==> config.mk <==
export PLATFORM = sky130hd
export DESIGN_NAME = mdio_cmd_master
export DESIGN_NICKNAME = d
export VERILOG_FILES = /design/src/rtl/mdio_cmd_pkg.sv /design/src/rtl/mdio_clk_div.sv /design/src/rtl/mdio_regs.sv /design/src/rtl/mdio_frame_fsm.sv /design/src/rtl/mdio_cmd_master.sv
export SDC_FILE = /design/constraint.sdc
export NUM_CORES = 1
export LEC_CHECK = 0
export BUFFER_PORTS_ARGS = -buffer_cell sky130_fd_sc_hd__buf_2
export CAP_MARGIN = 20
export CORE_MARGIN = 2
export CORE_UTILIZATION = 40
export DETAILED_ROUTE_END_ITERATION = 10
export PLACE_DENSITY = 0.67
export SLEW_MARGIN = 40
export SYNTH_ARGS = -nofsm -noshare
export SYNTH_HDL_FRONTEND = slang
export SYNTH_SLANG_ARGS = --single-unit
==> constraint.sdc <==
create_clock -name clk -period 2.8 [get_ports clk]
set_input_delay 0.28 -clock clk [delete_from_list [all_inputs] [get_ports clk]]
set_output_delay 0.28 -clock clk [all_outputs]
set_load 0.02 [all_outputs]
==> src/rtl/mdio_cmd_pkg.sv <==
package mdio_cmd_pkg;

    localparam logic [11:0] OFS_CMD  = 12'h3C0;
    localparam logic [11:0] OFS_DATA = 12'h3C4;
    localparam logic [11:0] OFS_STAT = 12'h3D0;

    localparam int CMD_BUSY_POS = 20;
    localparam int CMD_RD_POS   = 17;
    localparam int CMD_WR_POS   = 16;
    localparam int PHY_LSB      = 8;
    localparam int FIELD_W      = 5;
    localparam int HALF_W       = 16;
    localparam int WORD_W       = 32;

    localparam int FRAME_BITS = 64;
    localparam int PRE_BITS   = 32;
    localparam int HDR_END    = 46;
    localparam int TA_END     = 48;
    localparam int BIT_W      = $clog2(FRAME_BITS);

    typedef enum logic [2:0] {
        ST_IDLE,
        ST_PREAMBLE,
        ST_HEADER,
        ST_TURNAROUND,
        ST_DATA,
        ST_DONE
    } mdio_state_e;

    typedef struct packed {
        logic               rd;
        logic [FIELD_W-1:0] phy;
        logic [FIELD_W-1:0] regn;
        logic [HALF_W-1:0]  wdata;
    } mdio_req_t;

endpackage

==> src/rtl/mdio_clk_div.sv <==
module mdio_clk_div #(
    parameter int CLK_DIV = 2
) (
    input  logic clk,
    input  logic rst_n,
    input  logic en,
    output logic mdc,
    output logic rise_tick,
    output logic fall_tick
);
    localparam int CW = (CLK_DIV > 1) ? $clog2(CLK_DIV) : 1;
    localparam logic [CW-1:0] CNT_LAST = CW'(CLK_DIV - 1);

    logic [CW-1:0] cnt_q;
    logic          mdc_q;
    logic          tick;

    assign tick      = en && (cnt_q == CNT_LAST);
    assign rise_tick = tick && !mdc_q;
    assign fall_tick = tick && mdc_q;
    assign mdc       = mdc_q;

    always_ff @(posedge clk or negedge rst_n) begin
        if (!rst_n) begin
            cnt_q <= '0;
            mdc_q <= 1'b0;
        end else if (!en) begin
            cnt_q <= '0;
            mdc_q <= 1'b0;
        end else if (tick) begin
            cnt_q <= '0;
            mdc_q <= ~mdc_q;
        end else begin
            cnt_q <= cnt_q + 1'b1;
        end
    end
endmodule

==> src/rtl/mdio_regs.sv <==
module mdio_regs
    import mdio_cmd_pkg::*;
#(
    parameter int ADDR_W = 12
) (
    input  logic               clk,
    input  logic               rst_n,
    input  logic               bus_sel,
    input  logic               bus_we,
    input  logic [ADDR_W-1:0]  bus_addr,
    input  logic [WORD_W-1:0]  bus_wdata,
    output logic [WORD_W-1:0]  bus_rdata,
    input  logic               done,
    input  logic [HALF_W-1:0]  rd_data,
    input  logic               rd_bad,
    output logic               start,
    output mdio_req_t          req,
    output logic               busy,
    output logic [FIELD_W-1:0] cmd_phy,
    output logic [FIELD_W-1:0] cmd_regn
);
    localparam logic [ADDR_W-1:0] A_CMD  = ADDR_W'(OFS_CMD);
    localparam logic [ADDR_W-1:0] A_DATA = ADDR_W'(OFS_DATA);
    localparam logic [ADDR_W-1:0] A_STAT = ADDR_W'(OFS_STAT);

    logic               busy_q;
    logic               rd_q;
    logic               wr_q;
    logic [FIELD_W-1:0] phy_q;
    logic [FIELD_W-1:0] regn_q;
    logic [WORD_W-1:0]  data_q;
    logic               stat_q;
    logic               cmd_wr;
    logic               data_wr;
    logic               op_any;

    assign cmd_wr  = bus_sel && bus_we && (bus_addr == A_CMD) && !busy_q;
    assign data_wr = bus_sel && bus_we && (bus_addr == A_DATA) && !busy_q;
    assign op_any  = bus_wdata[CMD_RD_POS] || bus_wdata[CMD_WR_POS];
    assign start   = cmd_wr && bus_wdata[CMD_BUSY_POS] && op_any;

    assign req.rd    = bus_wdata[CMD_RD_POS];
    assign req.phy   = bus_wdata[PHY_LSB +: FIELD_W];
    assign req.regn  = bus_wdata[FIELD_W-1:0];
    assign req.wdata = data_q[HALF_W-1:0];

    assign busy     = busy_q;
    assign cmd_phy  = phy_q;
    assign cmd_regn = regn_q;

    always_ff @(posedge clk or negedge rst_n) begin
        if (!rst_n) begin
            busy_q <= 1'b0;
            rd_q   <= 1'b0;
            wr_q   <= 1'b0;
            phy_q  <= '0;
            regn_q <= '0;
            stat_q <= 1'b0;
        end else if (cmd_wr) begin
            busy_q <= start;
            rd_q   <= bus_wdata[CMD_RD_POS];
            wr_q   <= bus_wdata[CMD_WR_POS];
            phy_q  <= bus_wdata[PHY_LSB +: FIELD_W];
            regn_q <= bus_wdata[FIELD_W-1:0];
        end else if (done) begin
            busy_q <= 1'b0;
            if (rd_q) begin
                stat_q <= rd_bad;
            end
        end
    end

    always_ff @(posedge clk or negedge rst_n) begin
        if (!rst_n) begin
            data_q <= '0;
        end else if (data_wr) begin
            data_q <= bus_wdata;
        end else if (done && rd_q) begin
            data_q[WORD_W-1:HALF_W] <= rd_data;
        end
    end

    always_comb begin
        bus_rdata = '0;
        if (bus_addr == A_CMD) begin
            bus_rdata[CMD_BUSY_POS]          = busy_q;
            bus_rdata[CMD_RD_POS]            = rd_q;
            bus_rdata[CMD_WR_POS]            = wr_q;
            bus_rdata[PHY_LSB +: FIELD_W]    = phy_q;
            bus_rdata[FIELD_W-1:0]           = regn_q;
        end else if (bus_addr == A_DATA) begin
            bus_rdata = data_q;
        end else if (bus_addr == A_STAT) begin
            bus_rdata[0] = stat_q;
        end
    end
endmodule

==> src/rtl/mdio_frame_fsm.sv <==
module mdio_frame_fsm
    import mdio_cmd_pkg::*;
(
    input  logic              clk,
    input  logic              rst_n,
    input  logic              start,
    input  mdio_req_t         req,
    input  logic              rise_tick,
    input  logic              fall_tick,
    input  logic              mdio_i,
    output logic              clk_en,
    output logic              mdio_o,
    output logic              mdio_oe,
    output logic              done,
    output logic [HALF_W-1:0] rd_data,
    output logic              rd_bad
);
    localparam logic [BIT_W-1:0] LAST_BIT = BIT_W'(FRAME_BITS - 1);
    localparam logic [BIT_W-1:0] TA2_BIT  = BIT_W'(TA_END - 1);

    mdio_state_e            state_q, state_d;
    logic [BIT_W-1:0]       bit_q;
    logic [FRAME_BITS-1:0]  shift_q;
    logic                   rd_q;
    logic [HALF_W-1:0]      rdsh_q;
    logic                   bad_q;
    logic                   active;
    logic [FRAME_BITS-1:0]  frame_init;

    function automatic mdio_state_e phase_of(input logic [BIT_W-1:0] idx);
        if (int'(idx) < PRE_BITS)      return ST_PREAMBLE;
        else if (int'(idx) < HDR_END)  return ST_HEADER;
        else if (int'(idx) < TA_END)   return ST_TURNAROUND;
        else                           return ST_DATA;
    endfunction

    assign frame_init = {
        {PRE_BITS{1'b1}},
        2'b01,
        (req.rd ? 2'b10 : 2'b01),
        req.phy,
        req.regn,
        (req.rd ? 2'b11 : 2'b10),
        (req.rd ? {HALF_W{1'b1}} : req.wdata)
    };

    // state register
    always_ff @(posedge clk or negedge rst_n) begin
        if (!rst_n) state_q <= ST_IDLE;
        else        state_q <= state_d;
    end

    // next state
    always_comb begin
        state_d = state_q;
        unique case (state_q)
            ST_IDLE: begin
                if (start) state_d = ST_PREAMBLE;
            end
            ST_PREAMBLE, ST_HEADER, ST_TURNAROUND, ST_DATA: begin
                if (fall_tick) begin
                    if (bit_q == LAST_BIT) state_d = ST_DONE;
                    else                   state_d = phase_of(bit_q + 1'b1);
                end
            end
            ST_DONE: state_d = ST_IDLE;
        endcase
    end

    // outputs
    always_comb begin
        active  = 1'b0;
        mdio_oe = 1'b0;
        done    = 1'b0;
        unique case (state_q)
            ST_IDLE: ;
            ST_PREAMBLE, ST_HEADER: begin
                active  = 1'b1;
                mdio_oe = 1'b1;
            end
            ST_TURNAROUND, ST_DATA: begin
                active  = 1'b1;
                mdio_oe = !rd_q;
            end
            ST_DONE: done = 1'b1;
        endcase
    end

    assign clk_en  = active;
    assign mdio_o  = shift_q[FRAME_BITS-1];
    assign rd_data = rdsh_q;
    assign rd_bad  = bad_q;

    // frame datapath
    always_ff @(posedge clk or negedge rst_n) begin
        if (!rst_n) begin
            bit_q   <= '0;
            shift_q <= '0;
            rd_q    <= 1'b0;
            rdsh_q  <= '0;
            bad_q   <= 1'b0;
        end else if (state_q == ST_IDLE) begin
            if (start) begin
                bit_q   <= '0;
                shift_q <= frame_init;
                rd_q    <= req.rd;
                bad_q   <= 1'b0;
            end
        end else if (active) begin
            if (fall_tick) begin
                bit_q   <= bit_q + 1'b1;
                shift_q <= {shift_q[FRAME_BITS-2:0], 1'b1};
            end
            if (rise_tick && rd_q) begin
                if (bit_q == TA2_BIT) bad_q <= mdio_i;
                if (state_q == ST_DATA) rdsh_q <= {rdsh_q[HALF_W-2:0], mdio_i};
            end
        end
    end
endmodule

==> src/rtl/mdio_cmd_master.sv <==
module mdio_cmd_master
    import mdio_cmd_pkg::*;
#(
    parameter int CLK_DIV = 2,
    parameter int ADDR_W  = 12
) (
    input  logic              clk,
    input  logic              rst_n,
    input  logic              bus_sel,
    input  logic              bus_we,
    input  logic [ADDR_W-1:0] bus_addr,
    input  logic [31:0]       bus_wdata,
    output logic [31:0]       bus_rdata,
    output logic              mdc,
    output logic              mdio_o,
    output logic              mdio_oe,
    input  logic              mdio_i
);
    logic               start_w;
    mdio_req_t          req_w;
    logic               busy_w;
    logic [FIELD_W-1:0] phy_w;
    logic [FIELD_W-1:0] regn_w;
    logic               done_w;
    logic [HALF_W-1:0]  rdata_w;
    logic               rbad_w;
    logic               clk_en_w;
    logic               rise_w;
    logic               fall_w;

    mdio_regs #(.ADDR_W(ADDR_W)) u_regs (
        .clk       (clk),
        .rst_n     (rst_n),
        .bus_sel   (bus_sel),
        .bus_we    (bus_we),
        .bus_addr  (bus_addr),
        .bus_wdata (bus_wdata),
        .bus_rdata (bus_rdata),
        .done      (done_w),
        .rd_data   (rdata_w),
        .rd_bad    (rbad_w),
        .start     (start_w),
        .req       (req_w),
        .busy      (busy_w),
        .cmd_phy   (phy_w),
        .cmd_regn  (regn_w)
    );

    mdio_frame_fsm u_fsm (
        .clk       (clk),
        .rst_n     (rst_n),
        .start     (start_w),
        .req       (req_w),
        .rise_tick (rise_w),
        .fall_tick (fall_w),
        .mdio_i    (mdio_i),
        .clk_en    (clk_en_w),
        .mdio_o    (mdio_o),
        .mdio_oe   (mdio_oe),
        .done      (done_w),
        .rd_data   (rdata_w),
        .rd_bad    (rbad_w)
    );

    mdio_clk_div #(.CLK_DIV(CLK_DIV)) u_div (
        .clk       (clk),
        .rst_n     (rst_n),
        .en        (clk_en_w),
        .mdc       (mdc),
        .rise_tick (rise_w),
        .fall_tick (fall_w)
    );
endmodule

## After elaboration in Yosys (flattened, before gate mapping)

Index checks and enable logic that the tools add are counted.

| storage, ports and cells | value |
|---|---|
| register bits after elaboration | 139 |
| word-level logic and storage cells | 114 |

| cells by class | value |
|---|---|
| $add $sub $neg | 2 |
| magnitude comparators | 3 |
| equal/unequal tests | 13 |
| mux-type cells | 45 |
| bitwise gates (word level) | 3 |
| reductions and logical operators | 32 |

Operators by type and width:

| cell | count |
|---|---|
| 64-bit two-way mux | 4 |
| 16-bit two-way mux | 3 |
| 12-bit by 10-bit equality test with 1-bit output, second input constant | 3 |
| 31-bit two-way mux | 1 |
| 3-bit two-way mux | 8 |
| 6-bit two-way mux | 4 |
| 6-bit < comparator, second input constant | 3 |
| 1-bit two-way mux | 17 |
| 6-bit equality test, second input constant | 2 |
| 1-bit logical AND | 12 |
| 2-bit nonzero test | 6 |
| 11-bit two-way mux | 1 |
| 5-bit two-way mux | 2 |
| 3-bit case mux with 3 select lines | 1 |
| 4-bit AND reduction | 2 |
| 6-bit by 1-bit adder with 6-bit output, second input constant | 1 |
| 3-bit by 2-bit equality test with 1-bit output, second input constant | 2 |
| 3-bit equality test, second input constant | 2 |
| 2-bit two-way mux | 3 |
| 3-bit AND reduction | 2 |
| 2-bit inequality test, second input constant | 2 |
| 2-bit AND reduction | 2 |
| 2-bit OR reduction | 2 |
| 4-bit OR reduction | 1 |
| other kinds (8) | 12 |

## Depth between registers and ports, before layout

| logic depth | value |
|---|---|
| depth in word-level cells | 9 |
| gate-level depth with buffers | 8 |
| gate-level depth less buffers | 6 |

## Cells and area by module

Synthesis repeated with hierarchy kept, for this count alone.

| unflattened totals | value |
|---|---|
| cells, all modules | 674 |
| area total of the unflattened synthesis | 6771.5 sq um |

Modules (own cells, without submodules):

| module | times used | cells each | area each (sq um) | seq. area each (sq um) |
|---|---|---|---|---|
| mdio_frame_fsm | 1 | 435 | 4113.9 | 2277.2 |
| mdio_regs | 1 | 231 | 2568.7 | 1151.1 |
| mdio_clk_div | 1 | 8 | 88.8 | 50.0 |

## Worst setup path after synthesis

Ideal clock, no wire load.

| path | value |
|---|---|
| path kind | input-to-reg |
| from | input port bus_addr[1] |
| to | register u_regs.rd_q |
| library setup time | 0.128 ns |
| arrival time | 2.006 ns |
| data required time | 2.672 ns |
| slack | 0.666 ns |
| stages | 5 |
| cell sequence | or4_4 -> nor4_4 -> and2_1 -> buf_4 -> mux2_1 |

| on the way | value |
|---|---|
| word-level cells in the longest chain between the ends | 3 |

RTL lines:

| what | RTL line | text |
|---|---|---|
| from (decl) | mdio_cmd_master.sv:11 | `input logic [ADDR_W-1:0] bus_addr,` |
| 12-bit by 10-bit equality test with 1-bit output | mdio_regs.sv:37 | `assign cmd_wr = bus_sel && bus_we && (bus_addr == A_CMD) && !busy_q;` |
| 1-bit logical AND (2 in series) | mdio_regs.sv:37 |  |
| to (signal assigned) | mdio_regs.sv:61 | `rd_q <= bus_wdata[CMD_RD_POS];` |
| to (decl) | mdio_regs.sv:27 | `logic rd_q;` |

Every way passes these cells.
A chain may end at the register's enable or synchronous reset.

## Worst setup path in the final report

| path | value |
|---|---|
| from | input port bus_addr[1] |
| to | output port bus_rdata[17] |

| on the way | value |
|---|---|
| word-level cells in the longest chain between the ends | 3 |

RTL lines:

| what | RTL line | text |
|---|---|---|
| 12-bit by 10-bit equality test with 1-bit output | mdio_regs.sv:91 | `end else if (bus_addr == A_DATA) begin` |
| 31-bit two-way mux | mdio_regs.sv:91 |  |
| 2-bit two-way mux (*) | mdio_regs.sv:85 | `if (bus_addr == A_CMD) begin` |
| to (decl) | mdio_cmd_master.sv:13 | `output logic [31:0] bus_rdata,` |

Mark *: on every way between the ends. The rest lies on a longest branch, timed or not.

==> flow_summary.json <==
{
  "status": "completed",
  "clk_latency_ps": 420,
  "place.gp.congestion": 0.8557,
  "cts_made_buffers": 17,
  "fmax_mhz": 424.2,
  "cts_tree": "built",
  "drive_gt1_frac": 0.2437,
  "synth_top_family_by_area": "simple AND/OR/NAND/NOR gates",
  "timing.slew.headroom": 0.6277,
  "synthesis.area_sq_um": 6262,
  "clk_pin_slew_worst_paths_ps": 50,
  "finish.utilization": 0.4954,
  "antenna_found_initial": 0,
  "synthAdderAreaFrac": 0.001998,
  "num_rows": 45,
  "vias_per_cell": 5.238,
  "finalNonFillerCells": 921,
  "grt-ovfl-total": 0,
  "ir_worst_vdd_mv": 0.4723,
  "synth_flop_cell": "dfrtp_1",
  "vias": 4824,
  "drt-initial-drc-count": 289,
  "slowest_delay_ps": 580,
  "required_ps": 2520,
  "synth_compound_area_frac": 0.1413,
  "setup_tns_ps": 0,
  "p_leak_nw": 3.525,
  "whs_ps": 96.04,
  "syn2layout_area_growth_pct": 20.70,
  "n_antenna_cell": 0,
  "die_y_um": 129.1,
  "numPortBuffers": 83,
  "cts_resized": 0,
  "power_mw": 4.352,
  "die_x_um": 129.1,
  "worst_setup_path_start_kind": "primary input",
  "path_class": "in -> out",
  "cp_max_fo": 10,
  "synth_xor_area_frac": 0.004196,
  "track_usage": 0.1809,
  "holdCritPathClass": "in -> reg",
  "drcViolationCount": 0,
  "maxCapViolCount": 0,
  "drt_wl_total_um": 14320,
  "core_area_sq_um": 15260,
  "synth-edff-count": 0,
  "syn_avg_cell_area_sq_um": 10.17,
  "root_buffer": "clkbuf_16",
  "slowest_stage": "or4_4",
  "htreeDepth": 4,
  "period_share": 0.8420,
  "critPathTopFamily": "simple AND/OR/NAND/NOR gates",
  "wl_per_cell_um": 15.55,
  "ys_async_sr_fraction": 1.000,
  "ioPinCount": 84,
  "antenna_left": 0,
  "critical_path.cell_chain": "buf_2 -> or4_4 -> nor4_4 -> buf_4 -> a22o_1 -> buf_2",
  "grt_pass1_wl_um": 23670,
  "muxShareOfSynthArea": 0.1097,
  "cp_common_cell": "buf_2",
  "grt_max_degree": 62,
  "dp.cells": 888,
  "rsz0062_at_grt": "no",
  "synth_seq_cells": 139,
  "cts.sinks": 139,
  "crit_buf_inv": 3,
  "syn_nets": 666,
  "synth-seq-area-share": 0.5554,
  "arrival_ps": 2080,
  "fin_nets": 747,
  "fin_crit_ps": 2358,
  "setup_viol_count_final": 0,
  "synthCells": 616,
  "dr.pass1.iters": 5,
  "hold_buffers": 1,
  "post_cts_buffers": 0,
  "synth_simple_gate_area_frac": 0.1500,
  "dp_hpwl_um": 9553,
  "die_area_sq_um": 16670,
  "cellPowerDensity_nw_per_um2": 575.8,
  "maxSlewViolCount": 0,
  "crit_path_end_kind": "output port",
  "clock_skew_ps": 8.653,
  "final_hold_viol_count": 0,
  "yosys_warnings": 0,
  "worst_slew_pin_slew_ps": 558.4,
  "initial_core_util": 0.4104,
  "synth.distinct_cells": 43,
  "cts_max_path_buffers": 2,
  "grt_pass1_vias": 4770
}
==> final cells by class <==
class / instances / area, sq um
fill: 1391 / 7700
sequential: 139 / 3478
multi-input combinational: 419 / 2576
timing repair buffer: 103 / 586.8
clock buffer: 22 / 474.2
tap: 211 / 264.0
clock inverter: 10 / 115.1
inverter: 17 / 63.81
==> per-layer routing <==
layer / up-vias / track usage / part of all wire / wire [um]
met5: - / 0 / 0 / 0
met4: 0 / 0.07353 / 0.021 / 294
met1: 2379 / 0.2333 / 0.44 / 6374
li1: 2315 / - / - / -
met2: 106 / 0.2950 / 0.49 / 7045
met3: 24 / 0.04294 / 0.043 / 610
==> synth_stat cells (all sizes together), types with 2 or more instances <==
| library cell | instances | area share |
|---|---|---|
| dfrtp | 139 | 0.56 |
| nand2b | 2 | 0.0020 |
| nor3 | 7 | 0.0056 |
| nand3 | 7 | 0.0056 |
| nand4 | 3 | 0.0030 |
| and2 | 21 | 0.021 |
| buf | 11 | 0.0092 |
| mux2 | 45 | 0.081 |
| nand2 | 36 | 0.022 |
| nor2 | 89 | 0.053 |
| o21ai | 46 | 0.037 |
| a21oi | 68 | 0.054 |
| clkbuf | 30 | 0.018 |
| a22o | 13 | 0.018 |
| o22ai | 17 | 0.017 |
| xnor2 | 2 | 0.0028 |
| a31oi | 4 | 0.0040 |
| inv | 17 | 0.010 |
| mux2i | 18 | 0.029 |
| or4 | 3 | 0.0042 |
| nor4 | 2 | 0.0054 |
| or3 | 20 | 0.020 |
==> cell families (layout without fill, tap and decap cells) <==
kind of cell    after synthesis  in the layout
compound gates              156            156
xor+xnor                      3              3
fa+ha+maj                     1              1
buf+inv                      58            152
flops                       139            139
mux                          63             63
simple gates                196            196
==> through the flow <==
stage / worst slack [ps] / area (sq um)
finish: 442.3 / 7559
CTS: 445.5 / 7559
global placement: 408.3 / 6959
global route: 382.1 / 7559
floorplan: 666.1 / 6262
detailed placement: 373.8 / 6959
==> worst reg2reg max path: stages (launching register included) <==
cell and delay (ps):
dfrtp_1 470, o21ai_0 360, nor3b_4 330, buf_4 440, a21oi_1 170, a211oi_1 240
a21oi_1 80
==> flip-flops by register name, summed over array words and instances (netlist names) <==
| name | count |
|---|---|
| u_fsm.rd_data | 16 |
| u_fsm.rd_bad | 1 |
| u_regs.rd_q | 1 |
| u_regs.cmd_phy | 5 |
| u_div.mdc | 1 |
| u_fsm.bit_q | 6 |
| u_regs.wr_q | 1 |
| u_fsm.state_q | 3 |
| u_fsm.shift_q | 64 |
| u_regs.busy | 1 |
| u_fsm.rd_q | 1 |
| u_regs.cmd_regn | 5 |
| u_regs.stat_q | 1 |
| u_regs.data_q | 32 |
| u_div.cnt_q | 1 |
==> report_power, final <==
group | total (mW) | internal, mW | switching [mW]
logic | 0.120 | 0.0427 | 0.0775
registers | 2.01 | 2.01 | 0.00145
clock network | 2.22 | 1.38 | 0.838
total | 4.35 | 3.43 | 0.917
==> cell usage in the layout, fill, tap and decap left out, types with 3 or more instances in the layout <==
| master | Yosys | layout |
|---|---|---|
| dfrtp_1 | 139 | 139 |
| nor2_1 | 89 | 89 |
| buf_2 | 10 | 82 |
| a21oi_1 | 68 | 68 |
| nand2_1 | 36 | 36 |
| o21ai_0 | 36 | 36 |
| mux2_2 | 34 | 34 |
| and2_1 | 21 | 21 |
| or3_1 | 20 | 20 |
| mux2i_1 | 18 | 18 |
| buf_4 | 1 | 18 |
| inv_1 | 17 | 17 |
| o22ai_1 | 17 | 17 |
| clkbuf_16 | 0 | 17 |
| a22o_1 | 13 | 13 |
| mux2_1 | 11 | 11 |
| o21ai_1 | 10 | 10 |
| nand3_1 | 7 | 7 |
| nor3_1 | 7 | 6 |
| nand4_1 | 3 | 3 |
| a31oi_1 | 4 | 3 |
| clkinv_2 | 0 | 3 |
| clkinvlp_4 | 0 | 3 |
| clkbuf_8 | 0 | 3 |
==> worst paths after layout <==
path                                               from                            end  slack (ps)  depth (start not counted)
max                                         bus_addr[1]                  bus_rdata[17]         440                          6
max reg2reg                u_fsm.state_q[1]$_DFFE_PN0P_     u_fsm.bit_q[5]$_DFFE_PN0P_         600                          6
min in group asynchronous                         rst_n  u_regs.cmd_phy[0]$_DFFE_PN0P_         390                          2
min                                       bus_wdata[13]  u_regs.data_q[13]$_DFFE_PN0P_         100                          2
min reg2reg                u_fsm.shift_q[3]$_DFFE_PN0P_   u_fsm.shift_q[3]$_DFFE_PN0P_         480                          2
max in group asynchronous                         rst_n  u_fsm.shift_q[50]$_DFFE_PN0P_        1580                          3
Note: power is estimated with default switching activity, not from simulation.
